`src/rtl/msa_pkg.sv`:
```
package msa_pkg;

  typedef enum logic [1:0] {
    SEC_IO     = 2'd0,
    SEC_SRAM   = 2'd1,
    SEC_EEPROM = 2'd2
  } sec_kind_e;

  localparam int NUM_M = 3;
  localparam int M_CPU = 0;
  localparam int M_DRD = 1;
  localparam int M_DWR = 2;

  // Single-read access time per section kind
  function automatic int base_read_cycles(sec_kind_e k);
    case (k)
      SEC_SRAM:   return 2;
      SEC_EEPROM: return 3;
      default:    return 1;
    endcase
  endfunction

  // Write access time per section kind
  function automatic int base_write_cycles(sec_kind_e k);
    case (k)
      SEC_SRAM:   return 1;
      SEC_EEPROM: return 1;
      default:    return 1;
    endcase
  endfunction

  // Streamed burst-read beat interval per section kind
  function automatic int base_stream_cycles(sec_kind_e k);
    case (k)
      SEC_EEPROM: return 2;
      default:    return 1;
    endcase
  endfunction

  function automatic int max3(int a, int b, int c);
    int m;
    m = (a > b) ? a : b;
    return (m > c) ? m : c;
  endfunction

  // Cycles one beat occupies the section
  function automatic int beat_cycles(logic is_rd, logic strm, int rd, int wr, int gap);
    if (!is_rd) return wr;
    if (strm)   return gap;
    return rd;
  endfunction

  // Processor first, DMA pair split by tie pointer (alt=1 favours write side)
  function automatic logic [NUM_M-1:0] pick_master(logic [NUM_M-1:0] c, logic alt);
    logic [NUM_M-1:0] r;
    r = '0;
    if (c[M_CPU])                  r[M_CPU] = 1'b1;
    else if (c[M_DRD] && c[M_DWR]) r[alt ? M_DWR : M_DRD] = 1'b1;
    else if (c[M_DRD])             r[M_DRD] = 1'b1;
    else if (c[M_DWR])             r[M_DWR] = 1'b1;
    return r;
  endfunction

endpackage

```
`src/rtl/msa_tier_select.sv`:
```
module msa_tier_select
  import msa_pkg::*;
(
  input  logic [NUM_M-1:0] req,
  input  logic [NUM_M-1:0] burst,
  input  logic [NUM_M-1:0] inb,
  input  logic             alt,
  output logic [NUM_M-1:0] win_oh,
  output logic             win_any
);

  logic [NUM_M-1:0] t_hold;
  logic [NUM_M-1:0] t_burst;
  logic [NUM_M-1:0] sel;

  // Level two: unfinished bursts; a DMA side joins when its partner streams
  always_comb begin
    t_hold        = inb;
    t_hold[M_DRD] = inb[M_DRD] | (req[M_DRD] & burst[M_DRD] & inb[M_DWR]);
    t_hold[M_DWR] = inb[M_DWR] | (req[M_DWR] & burst[M_DWR] & inb[M_DRD]);
  end

  assign t_burst = req & burst;

  always_comb begin
    if (|t_hold)       sel = t_hold;
    else if (|t_burst) sel = t_burst;
    else               sel = req;
  end

  assign win_oh  = pick_master(sel, alt);
  assign win_any = |sel;

endmodule

```
`src/rtl/msa_beat_timer.sv`:
```
module msa_beat_timer #(
  parameter int CNT_W = 2
) (
  input  logic             clk,
  input  logic             rst_n,
  input  logic             load_en,
  input  logic [CNT_W-1:0] load_val,
  output logic             free,
  output logic             ending,
  output logic             busy
);

  logic [CNT_W-1:0] cnt_q;

  assign free   = (cnt_q <= CNT_W'(1));
  assign ending = (cnt_q == CNT_W'(1));
  assign busy   = (cnt_q != '0);

  always_ff @(posedge clk) begin
    if (!rst_n)    cnt_q <= '0;
    else if (free) cnt_q <= load_en ? load_val : '0;
    else           cnt_q <= cnt_q - CNT_W'(1);
  end

endmodule

```
`src/rtl/msa_burst_track.sv`:
```
module msa_burst_track
  import msa_pkg::*;
(
  input  logic             clk,
  input  logic             rst_n,
  input  logic             ending,
  input  logic [NUM_M-1:0] owner,
  input  logic [NUM_M-1:0] req,
  input  logic [NUM_M-1:0] burst,
  input  logic [NUM_M-1:0] last,
  input  logic             free,
  input  logic             win_any,
  input  logic             drd_won,
  input  logic             dwr_won,
  output logic [NUM_M-1:0] inb_eff,
  output logic             alt_q
);

  logic [NUM_M-1:0] inb_q;
  logic [NUM_M-1:0] inb_mid;

  // Owner's flag is re-evaluated as its beat retires
  for (genvar m = 0; m < NUM_M; m++) begin : g_flag
    assign inb_mid[m] = (ending && owner[m]) ? (burst[m] & ~last[m]) : inb_q[m];
  end

  assign inb_eff = inb_mid & req;

  always_ff @(posedge clk) begin
    if (!rst_n) begin
      inb_q <= '0;
      alt_q <= 1'b0;
    end else begin
      inb_q <= inb_eff;
      if (free && win_any && (drd_won || dwr_won))
        alt_q <= drd_won;
    end
  end

endmodule

```
`src/rtl/mem_section_arbiter.sv`:
```
module mem_section_arbiter
  import msa_pkg::*;
#(
  parameter sec_kind_e   SEC_KIND   = SEC_SRAM,
  parameter int unsigned RD_LAT     = base_read_cycles(SEC_KIND),
  parameter int unsigned WR_LAT     = base_write_cycles(SEC_KIND),
  parameter int unsigned STREAM_LAT = base_stream_cycles(SEC_KIND)
) (
  input  logic             clk,
  input  logic             rst_n,
  input  logic [NUM_M-1:0] req,
  input  logic [NUM_M-1:0] burst,
  input  logic [NUM_M-1:0] last,
  input  logic             cpu_we,
  output logic [NUM_M-1:0] grant,
  output logic             busy,
  output logic             beat
);

  localparam int MAX_LAT = max3(int'(RD_LAT), int'(WR_LAT), int'(STREAM_LAT));
  localparam int CNT_W   = $clog2(MAX_LAT + 1);

  logic             free;
  logic             ending;
  logic [NUM_M-1:0] inb_eff;
  logic             alt_q;
  logic [NUM_M-1:0] win_oh;
  logic             win_any;
  logic [NUM_M-1:0] grant_q;
  logic             win_read;
  logic             win_stream;
  logic [CNT_W-1:0] load_val;

  msa_tier_select u_sel (
    .req     (req),
    .burst   (burst),
    .inb     (inb_eff),
    .alt     (alt_q),
    .win_oh  (win_oh),
    .win_any (win_any)
  );

  msa_burst_track u_track (
    .clk     (clk),
    .rst_n   (rst_n),
    .ending  (ending),
    .owner   (grant_q),
    .req     (req),
    .burst   (burst),
    .last    (last),
    .free    (free),
    .win_any (win_any),
    .drd_won (win_oh[M_DRD]),
    .dwr_won (win_oh[M_DWR]),
    .inb_eff (inb_eff),
    .alt_q   (alt_q)
  );

  assign win_read   = win_oh[M_DRD] | (win_oh[M_CPU] & ~cpu_we);
  assign win_stream = ending && (win_oh == grant_q) && |(win_oh & inb_eff);
  assign load_val   = CNT_W'(beat_cycles(win_read, win_stream,
                                         int'(RD_LAT), int'(WR_LAT), int'(STREAM_LAT)));

  msa_beat_timer #(.CNT_W(CNT_W)) u_timer (
    .clk      (clk),
    .rst_n    (rst_n),
    .load_en  (win_any),
    .load_val (load_val),
    .free     (free),
    .ending   (ending),
    .busy     (busy)
  );

  always_ff @(posedge clk) begin
    if (!rst_n)    grant_q <= '0;
    else if (free) grant_q <= win_any ? win_oh : '0;
  end

  assign grant = grant_q;
  assign beat  = ending;

endmodule

```
`config.mk`:
```
export PLATFORM = sky130hd
export DESIGN_NAME = mem_section_arbiter
export DESIGN_NICKNAME = d
export VERILOG_FILES = /design/src/rtl/msa_pkg.sv /design/src/rtl/msa_tier_select.sv /design/src/rtl/msa_beat_timer.sv /design/src/rtl/msa_burst_track.sv /design/src/rtl/mem_section_arbiter.sv
export SDC_FILE = /design/constraint.sdc
export NUM_CORES = 1
export LEC_CHECK = 0
export BUFFER_PORTS_ARGS = -buffer_cell sky130_fd_sc_hd__buf_4
export CORE_MARGIN = 1
export CORE_UTILIZATION = 30
export CTS_BUF_LIST = sky130_fd_sc_hd__clkbuf_8 sky130_fd_sc_hd__clkbuf_16
export DETAILED_ROUTE_END_ITERATION = 7
export PLACE_DENSITY = 0.55
export SLEW_MARGIN = 20
export SYNTH_ARGS = -nofsm -noshare
export SYNTH_HDL_FRONTEND = slang
export SYNTH_SLANG_ARGS = --single-unit
```
`constraint.sdc`:
```
create_clock -name clk -period 2.1 [get_ports clk]
set_input_delay 0 -clock clk [delete_from_list [all_inputs] [get_ports clk]]
set_output_delay 0 -clock clk [all_outputs]
set_load 0.005 [all_outputs]
```
* Yosys cells after proc, flatten, opt, wreduce, memory -nomap -nowiden
Cells that the tools add are included.
Storage, ports and cells: register bits after elaboration 9, bits of input ports 12, output and inout port bits 5
Operators by class: add/sub/neg operators 1, $lt $le $gt $ge 3, equal/unequal tests 2, mux-type cells 24, bitwise logic cells 18, reduce and logical (&&, ||, !) cells 15
Operators with widths (count):
- $ge A32 B1 Y1 const B | 1
- $lt A32 B4 Y1 const B | 1
- $mux W2 | 7
- $mux W1 | 13
- $reduce_or A3 Y1 | 4
- $and A3 B3 Y3 | 3
- $logic_and A1 B1 Y1 | 9
- $mux W3 | 3
- $and A1 B1 Y1 | 8
- $not A1 Y1 | 4
- $eq A3 B3 Y1 | 1
- $or A1 B1 Y1 | 3
- $demux W1 S2 | 1
- $eq A2 B1 Y1 const B | 1
- $le A2 B1 Y1 const B | 1
- $reduce_bool A2 Y1 | 1
- $sub A2 B1 Y2 const B | 1
- $logic_or A1 B1 Y1 | 1

* Depth between registers and ports, before layout
Gate-level depths: netlist of the first run.
word-level depth 21, mapped depth 8

* Cells and area by module
From an unflattened synthesis of the first run, not the netlist that was laid out.
Unflattened totals: cells, all modules 71, area, all modules 611.8 µm²
By module, submodules not included:
- msa_burst_track | times used 1, cells an instance 23, area each 206.4 µm²
- mem_section_arbiter | times used 1, cells an instance 22, area each 186.4 µm²
- msa_tier_select | times used 1, cells an instance 17, area each 127.6 µm²
- msa_beat_timer | times used 1, cells an instance 9, area each 91.3 µm²

* Least setup slack after synthesis of the first run
Ideal clock, no wire load.
path type reg2reg, start reg u_timer.cnt_q[1], end reg u_timer.cnt_q[1], library setup time 116 ps, arrival time 2048 ps, data required time 1984 ps, slack -64 ps, stages on the path, launching flop included 9, buffers on the path 1, period minus slack after synthesis 2164 ps, path through dfxtp_1 -> buf_6 -> nand3b_4 -> mux2_4 -> a211o_4 -> a211oi_4 -> mux2i_1 -> a211oi_2 -> a41o_1
Between the ends: word-level cells in the longest chain between the ends 21, elaborated cells between the ends (all ways) 38
RTL lines:
- start: declaration | RTL line msa_beat_timer.sv:13 | logic [CNT_W-1:0] cnt_q;
- start signal: assignment | RTL line msa_beat_timer.sv:21 | else if (free) cnt_q <= load_en ? load_val : '0;
- start signal: assignment | RTL line msa_beat_timer.sv:22 | else cnt_q <= cnt_q - CNT_W'(1);
- $eq A2 B1 Y1 | RTL line msa_beat_timer.sv:16 | assign ending = (cnt_q == CNT_W'(1));
- $logic_and A1 B1 Y1 | RTL line msa_burst_track.sv:24 | assign inb_mid[m] = (ending && owner[m]) ? (burst[m] & ~last[m]) : inb_q[m];
- $mux W1 | RTL line msa_burst_track.sv:24
- $and A3 B3 Y3 | RTL line msa_burst_track.sv:27 | assign inb_eff = inb_mid & req;
- $and A1 B1 Y1, on equally long branches | RTL line msa_tier_select.sv:19, msa_tier_select.sv:20
- $or A1 B1 Y1, on equally long branches | RTL line msa_tier_select.sv:19, msa_tier_select.sv:20
- $reduce_or A3 Y1 | RTL line msa_tier_select.sv:26 | if (|t_hold) sel = t_hold;
- $mux W3 | RTL line msa_tier_select.sv:26
- (+4 left out)
- $eq A3 B3 Y1 / $and A3 B3 Y3 (equally long branches) | RTL line mem_section_arbiter.sv:60 | assign win_stream = ending && (win_oh == grant_q) && |(win_oh & inb_eff);
- $logic_and A1 B1 Y1 / $reduce_or A3 Y1 (equally long branches) | RTL line mem_section_arbiter.sv:60
- $logic_and A1 B1 Y1 | RTL line mem_section_arbiter.sv:60
- $mux W1 (2 in series) | RTL line msa_pkg.sv:49 | if (strm) return gap;
- $mux W2 | RTL line msa_pkg.sv:50 | return rd;
- $mux W2 | RTL line msa_pkg.sv:49
- $mux W2 | RTL line msa_beat_timer.sv:21
- $mux W2 * | RTL line msa_beat_timer.sv:21
Every way passes the cells marked *; elsewhere a longest branch is shown, timed or not. The select of a mux whose other input is x is not followed. A chain may end at the register's enable or synchronous reset.

* Worst setup path in the final report of the first run
Same ends and word-level chain as after synthesis.

==> flow_summary.toml, run 1 <==
[outcome]
status = "finished clean"

[setup_path]
crit_cells = 7
crit_family = "compound AO/OA/AOI/OAI gates"
worst_ep_arrival_time_ns = 2.22
startpoint = "u_timer.cnt_q[1]"
r2r_setup_slack_ns = 0.008
timing.critical_path.buf_inv = 0
critPathSlowestCell = "a211o_4"
slowest_delay_ns = 0.35
cp_data_required_time_ns = 2.23
critPathLaunchType = "register"
crit_type = "register to register"
setup.worst_path.end_class = "register"
worstReg2RegStart = "u_timer.cnt_q[1]"
crit_fanout = 5
reg2reg_depth = 7
crit_chain = "nand3b_4 > mux2_4 > a211o_4 > a211oi_4 > mux2i_1 > a211oi_2 > a41o_1"

[synthesis]
yosysWarningCount = 0
synth.yosys.seq_area_share = 0.2357
synthDistinctLibCells = 42
synth_top_area_frac = 0.2357
synth_seq_cells = 9
synth_ff_type = "dfxtp_1"
ys_top_cells_by_area = "dfxtp_1 24%, nand2_1 5.9%, nand3b_1 4.9%, nor2_1 4.4%, a21oi_1 3.9%"
synth_area_per_cell_sq_um = 8.220
async_flop_share = 0
synth_top_area_cell = "dfxtp_1"
synth_nets = 105
synth_cells = 93
synth_edf_count = 0
syn_area_sq_um = 764.5

[global_routing]
grt_pass1_wl_mm = 3.477
antenna_found_initial = 0
track_usage = 0.1790
grt_max_degree = 9
grt-ovfl-total = 0
grt_pass1_vias = 745

[min_path]
min_delay_path_depth = 2
hold_path_class = "input pin to register"
min_from = "rst_n"

[clocking]
clock_path_buffers = 2
clkTransAtPathRegs_ns = 0.05
clkLatencyLatePin_ns = 0.24
hold_buffers = 0
htree_num_levels = 1
cts-root-buf = "clkbuf_8"
numCtsBuffers = 3
cts_sinks = 9
cts_tree = "yes"

[route]
vias_per_cell = 5.529
met3WireLength_microns = 178
wl_met1_mm = 1.003
vias = 857
drt_iter0_drc = 32
drtAntennaViolNets = 0
drc_errors = 0
dr_wl_met2_microns = 992
dr.pass1.iters = 5
routed_wirelength_mm = 2.230
wl_per_cell_microns = 14.39
routed.top_layer = "met4"

[run]
maxCapViolCount = 0

[place]
portBuffers = 16
gp_congestion = 0.7828
hpwlAfterDp_mm = 1.713

[sta]
fmax_mhz = 478.0
setup_viol = 0
period_needed_ns = 2.092
worstMarginPinSlew_ns = 0.3254
hold_viol = 0
finalCritPeriodShare = 0.9962
drv_slew = 0
finalClockSkew_ns = 0.002074
holdWs_ns = 0.02283
tns_ns = 0
rsz0062_at_grt = "true"
relSlewSlack = 0.7813

[power_and_ir_drop]
p_leak_nw = 0.4947
peakVddDrop_uv = 289.6
p_per_area_nw_per_um2 = 535.3

[final_layout]
drive_gt1_frac = 0.4331
area_growth_pct = 44.68
final_nets = 140
antenna_cells = 0

[floorplanning]
dieArea_sq_um = 2754
io_pins = 17
die-height_microns = 52.48
row_count = 17
start_util = 0.3328
die_w_microns = 52.48
coreArea_sq_um = 2297
==> synthesized netlist by cell type, drive strengths merged, types with 2 or more instances <==
cell,n
nand2,12
dfxtp,9
nor2,9
a21oi,6
nand3b,6
o21ai,5
a211oi,4
inv,4
mux2i,3
a31oi,2
and2,2
mux2,2
nand3,2
nor3,2
nor4,2
==> layout make-up <==
class,instances,area (sq um)
Clock buffer,3,41.29
Clock inverter,1,3.754
Fill cell,224,1191
Inverter,4,15.01
Multi-Input combinational cell,79,591.8
Sequential cell,9,186.4
Tap cell,28,35.03
Timing Repair Buffer,31,232.7
==> power by group <==
group | switching (mW) | internal [mW]
clock network | 0.0784 | 0.128
registers | 0.0149 | 0.185
logic | 0.0862 | 0.0994
==> final timing paths <==
path,endpoint
worst max-delay path,u_timer.cnt_q[1]
worst max register to register,u_timer.cnt_q[1]
worst min register to register,grant[2]
worst min-delay path,u_track.inb_q[0]
==> state kept, by name (all words and copies together) (netlist names) <==
| signal | count |
|---|---|
| grant | 3 |
| u_track.inb_q | 3 |
| u_track.alt_q | 1 |
| u_timer.cnt_q | 2 |
==> logic make-up (layout without fill, tap and decap cells) <==
group,count (synthesis),after routing,synth area share
simple gates,43,43,0.3224
flops,9,9,0.2357
buf+inv,5,39,0.03436
mux,5,5,0.08347
compound gates,31,31,0.3241
==> metal layers <==
layer,vias up,GRT usage
li1,421,-
met1,387,0.2465
met2,42,0.2532
met3,7,0.03768
met4,0,0.1009
met5,-,0
==> cells in the final DEF (no fill, tap or decap), types with 3 or more instances in the layout <==
cell type	n
clkbuf_8	3
dfxtp_1	6
buf_4	31
nor2_1	9
nand2_1	12
o21ai_0	4
inv_1	5
nand3b_1	5
a21oi_1	6
==> repair_timing <==
item,4_1_cts,5_1_grt
pin swaps,0,2
endpoints found under the setup margin,2,2
resized for setup,6,5
buffers inserted,0,0
==> through the flow <==
stage,cells,worst slack (ns),utilization,total power [mW],cell area [sq um]
detailed placement,151,-0.06669,0.4472,0.3802,1027
floorplan,93,0.003582,-,0.2963,770.7
global route,155,-0.07156,0.4815,0.6225,1106
global placement,151,-0.04577,0.4472,0.3813,1027
finish,155,0.007966,0.4815,0.5921,1106
CTS,155,0.01492,0.4722,0.5927,1085
Power figures use the tool's default switching activity.
==> inputs of run 2 (changes only) <==
--- a/config.mk
+++ b/config.mk
@@ -8,7 +8,6 @@
 export BUFFER_PORTS_ARGS = -buffer_cell sky130_fd_sc_hd__buf_4
 export CORE_MARGIN = 1
 export CORE_UTILIZATION = 30
-export CTS_BUF_LIST = sky130_fd_sc_hd__clkbuf_8 sky130_fd_sc_hd__clkbuf_16
 export DETAILED_ROUTE_END_ITERATION = 7
 export PLACE_DENSITY = 0.55
 export SLEW_MARGIN = 20
==> run 2 against run 1 <==
Against the previous run:
- sequential power about the same
- global-route usage fell by 0.30 points
- cell area is 0.79% lower
- sequential share of layout area increased by 0.13 points
- via count fell by 0.12%
- maximum frequency barely moved
- routed wire length fell by 1.7%
- combinational power barely moved
- cell count grew 0.65%
==> flow_summary.toml, run 2 (synthesis results as in run 1) <==
[global_routing]
grt_pass1_vias = 751
grt_pass1_wl_mm = 3.443
grt_max_degree = 9
antenna_found_initial = 0
grt-ovfl-total = 0
track_usage = 0.1760

[setup_path]
slowest_delay_ns = 0.36
crit_chain = "nand3b_4 > mux2_4 > a211o_4 > a211oi_4 > mux2i_1 > a211oi_2 > a41o_1"
setup.worst_path.end_class = "register"
crit_fanout = 5
crit_family = "compound AO/OA/AOI/OAI gates"
timing.critical_path.buf_inv = 0
crit_cells = 7
critPathLaunchType = "register"
cp_data_required_time_ns = 2.27
worst_ep_arrival_time_ns = 2.26
crit_type = "register to register"
reg2reg_depth = 7
critPathSlowestCell = "dfxtp_2"

[final_layout]
final_nets = 141
seq_area_sq_um = 186.4
antenna_cells = 0
multi_input_area_sq_um = 591.8
layout.cells.non_filler = 156
mostFrequentLayoutCell = "buf_4"
finish.utilization = 0.4777
drive_gt1_frac = 0.4297
area_growth_pct = 43.53
layout_common_cells = "31 x buf_4, 12 x nand2_1, 9 x nor2_1"
nFillCells = 229

[floorplanning]
die_w_microns = 52.48
die-height_microns = 52.48
io_pins = 17
row_count = 17
start_util = 0.3328
dieArea_sq_um = 2754
coreArea_sq_um = 2297

[power_and_ir_drop]
p_per_area_nw_per_um2 = 482.3
p_leak_nw = 0.4869
seq_power_share = 0.377
p_comb_frac = 0.352
peakVddDrop_uv = 250.5
p_sw_frac = 0.3227
p_switching_mw = 0.1708
p_clk_frac = 0.271
intPower_mw = 0.3585

[clocking]
cts_tree = "yes"
clock_path_buffers = 2
clkTransAtPathRegs_ns = 0.07
clkLatencyLatePin_ns = 0.27
cts-root-buf = "clkbuf_4"
numCtsBuffers = 3
htree_num_levels = 1
cts_sinks = 9

[sta]
setup_viol = 0
period_needed_ns = 2.091
finalClockSkew_ns = 0.002040
finalCritPeriodShare = 0.9959
hold_viol = 0
drv_slew = 0
holdWs_ns = 0.1616
fmax_mhz = 478.1
relSlewSlack = 0.7814
setup_ws_ns = 0.008541
rsz0062_at_grt = "true"
worstMarginPinSlew_ns = 0.3252

[place]
gp_congestion = 0.7828
dp.cells = 151
post-place-ws_ns = -0.06669
portBuffers = 16
hpwlAfterDp_mm = 1.713

[route]
vias = 856
drtAntennaViolNets = 0
dr.pass1.iters = 5
drc_errors = 0
drt_iter0_drc = 39
vias_per_cell = 5.487
wl_per_cell_microns = 14.05
routed_wirelength_mm = 2.192

[run]
maxCapViolCount = 0

[outcome]
status = "finished clean"

[min_path]
hold_path_class = "input pin to register"
min_delay_path_depth = 4
==> run 2: tightest hold or removal path, stage by stage <==
cell      delay [ns]
buf_4           0.08
o32a_1          0.13
a211oi_2        0.04
o32ai_1         0.13
==> run 2: final timing paths <==
check | startpoint | end | slack [ns]
max | u_timer.cnt_q[1] | u_timer.cnt_q[1] | 0.009
min | cpu_we | u_timer.cnt_q[0] | 0.16
max reg2reg | u_timer.cnt_q[1] | u_timer.cnt_q[1] | 0.009
min reg2reg | grant[2] | grant[2] | 0.62
==> run 2: power groups by stage <==
| stage | clock network, mW | logic (mW) | registers [mW] |
|---|---|---|---|
| CTS | 0.150 | 0.184 | 0.199 |
| finish | 0.144 | 0.186 | 0.199 |
| detailed placement | 0 | 0.179 | 0.201 |
| floorplan | 0 | 0.0951 | 0.201 |
| global placement | 0 | 0.181 | 0.200 |
| global route | 0.157 | 0.202 | 0.201 |
==> run 2: layer usage <==
metal  global-route usage  part of all wire
met5                    0                 0
met4               0.1009             0.020
met3              0.02899             0.086
met2               0.2574              0.46
met1               0.2396              0.43
==> run 2: final cells by class <==
cell class | count | area share
tap | 28 | 0.03193
multi-input combinational | 79 | 0.5393
inverter | 4 | 0.01368
sequential | 9 | 0.1699
timing repair buffer | 32 | 0.2212
clock buffer | 4 | 0.02395
==> run 2: repair_timing <==
action,4_1_cts,5_1_grt
setup buffers,0,0
setup endpoints to repair,2,2
endpoints found under the hold margin,1,0
resized for setup,6,5
hold buffers,1,0
gates cloned,0,0
pin swaps,0,0
==> run 2: metrics by stage <==
| step | power, mW | instance area, sq um | TNS (ns) |
|---|---|---|---|
| after CTS | 0.5325 | 1076 | 0 |
| after global placement | 0.3813 | 1027 | -0.04577 |
| after detailed placement | 0.3802 | 1027 | -0.1108 |
| final | 0.5293 | 1097 | 0 |
| after global routing | 0.5599 | 1097 | -0.07581 |
| after floorplan | 0.2963 | 770.7 | 0 |
==> inputs of run 3 (changes only) <==
==> constraint.sdc (replaced) <==
create_clock -name clk -period 2.1 [get_ports clk]
set_input_delay 0.21 -clock clk [delete_from_list [all_inputs] [get_ports clk]]
set_output_delay 0.21 -clock clk [all_outputs]
set_load 0.005 [all_outputs]
==> run 3 against run 2 <==
Against the previous run:
- the run now ends with negative setup slack left
- register-to-register slack got worse by 0.02 ns
- hold slack improved by 0.061 ns
- utilization decreased by 1.0 points
- sequential cell count unchanged
- global-route usage increased by 0.13 points
- worst setup slack got worse by 0.021 ns
- routed wire length increased by 2.8%
- largest power group unchanged
==> flow_summary.toml, run 3 (synthesis results as in run 1) <==
[floorplanning]
die_w_microns = 52.48
coreArea_sq_um = 2297
io_pins = 17
start_util = 0.3328
die-height_microns = 52.48
dieArea_sq_um = 2754
row_count = 17

[outcome]
violations = "negative setup slack"
status = "complete, but fails checks"

[setup_path]
timing.critical_path.buf_inv = 0
critPathSlowestCell = "dfxtp_2"
worstReg2RegStart = "u_timer.cnt_q[1]"
crit_type = "register to register"
worst_ep_arrival_time_ns = 2.28
crit_fanout = 5
slowest_delay_ns = 0.34
critPathLaunchType = "register"
crit_chain = "nand3b_4 > mux2_4 > a211o_4 > a211oi_4 > mux2i_1 > a211oi_2 > a41o_1"
setup.worst_path.end_class = "register"
cp_data_required_time_ns = 2.27
crit_family = "compound AO/OA/AOI/OAI gates"
startpoint = "u_timer.cnt_q[1]"

[clocking]
cts_setup_buffers = 0
hold_buffers = 0
cts_tree = "yes"
clkLatencyLatePin_ns = 0.27
cts-root-buf = "clkbuf_4"
cts_sinks = 9
htree_num_levels = 1
numCtsBuffers = 3
clkTransAtPathRegs_ns = 0.07
clock_path_buffers = 2

[sta]
finalCritPeriodShare = 1.006
holdWs_ns = 0.2222
hold_viol = 0
relSlewSlack = 0.6819
worstMarginPinSlew_ns = 0.4729
tns_ns = -0.01253
period_needed_ns = 2.113
setup_viol = 1
rsz0062_at_grt = "true"
finalClockSkew_ns = 0.003394
setup_ws_ns = -0.01253
fmax_mhz = 473.4
drv_slew = 0

[final_layout]
layout.cells.non_filler = 156
nFillCells = 255
layout_common_cells = "32 x buf_4, 12 x nand2_1, 9 x nor2_1"
multi_input_area_sq_um = 573.1
final_nets = 141
drive_gt1_frac = 0.4063
antenna_cells = 0
design_area_sq_um = 1074
finish.utilization = 0.4673
mostFrequentLayoutCell = "buf_4"
seq_area_sq_um = 183.9
area_growth_pct = 40.43

[place]
dpl_cell_area_sq_um = 1035
dp.cells = 152
portBuffers = 16
hpwlAfterDp_mm = 1.772
gp_congestion = 0.7824

[route]
wl_per_cell_microns = 14.45
dr.pass1.iters = 4
drt_iter0_drc = 27
drtAntennaViolNets = 0
routed_wirelength_mm = 2.254
vias_per_cell = 5.417
drc_errors = 0
vias = 845

[global_routing]
grt_pass1_vias = 717
antenna_found_initial = 0
grt-ovfl-total = 0
track_usage = 0.1773
grt_pass1_wl_mm = 3.456
grt_max_degree = 9

[power_and_ir_drop]
peakVddDrop_uv = 336.0
p_leak_nw = 0.4788
p_per_area_nw_per_um2 = 489.5

[run]
maxCapViolCount = 0

[min_path]
min_from = "rst_n"
hold_path_class = "input pin to register"
run 3: final timing paths:
| check | end | slack [ns] | depth (start not counted) |
|---|---|---|---|
| worst max-delay path | u_timer.cnt_q[1] | -0.01 | 7 |
| worst min-delay path | u_track.inb_q[0] | 0.22 | 2 |
| worst max register to register | u_timer.cnt_q[1] | -0.01 | 7 |
| worst min register to register | grant[2] | 0.61 | 3 |
run 3: power by group:
group | switching, mW | internal [mW]
clock network | 0.0682 | 0.0736
registers | 0.0144 | 0.184
logic | 0.0857 | 0.0994
run 3: metal layers:
metal  wire length [microns]  vias to the layer above  GRT usage
met5                       0                        -          0
met4                      20                        0    0.07018
met3                     126                        2    0.02899
met2                    1032                       24     0.2637
met1                    1075                      393     0.2504
li1                        -                      426          -
run 3: timing repair:
action / CTS / global route
resized for setup: 5 / 1
setup endpoints to repair: 2 / 2
gates cloned: 0 / 0
run 3: through the flow:
step	power [mW]	setup slack, ns
floorplan	0.2963	0.003582
global placement	0.3825	-0.03890
detailed placement	0.3828	-0.08094
CTS	0.5321	-0.0008769
global route	0.5573	-0.08911
finish	0.5255	-0.01253
run 3: final cells by class:
cell class                      instances  share of cell area
Sequential cell                         9              0.1713
Tap cell                               28             0.03263
Multi-Input combinational cell         79              0.5338
Timing Repair Buffer                   32              0.2238
Inverter                                4             0.01399
Clock buffer                            4             0.02448
run 3: worst reg2reg max path, cell delays in order (launching register included):
cell and delay (ns):
dfxtp_2 0.34, nand3b_4 0.15, mux2_4 0.31, a211o_4 0.34
a211oi_4 0.27, mux2i_1 0.28, a211oi_2 0.11, a41o_1 0.21
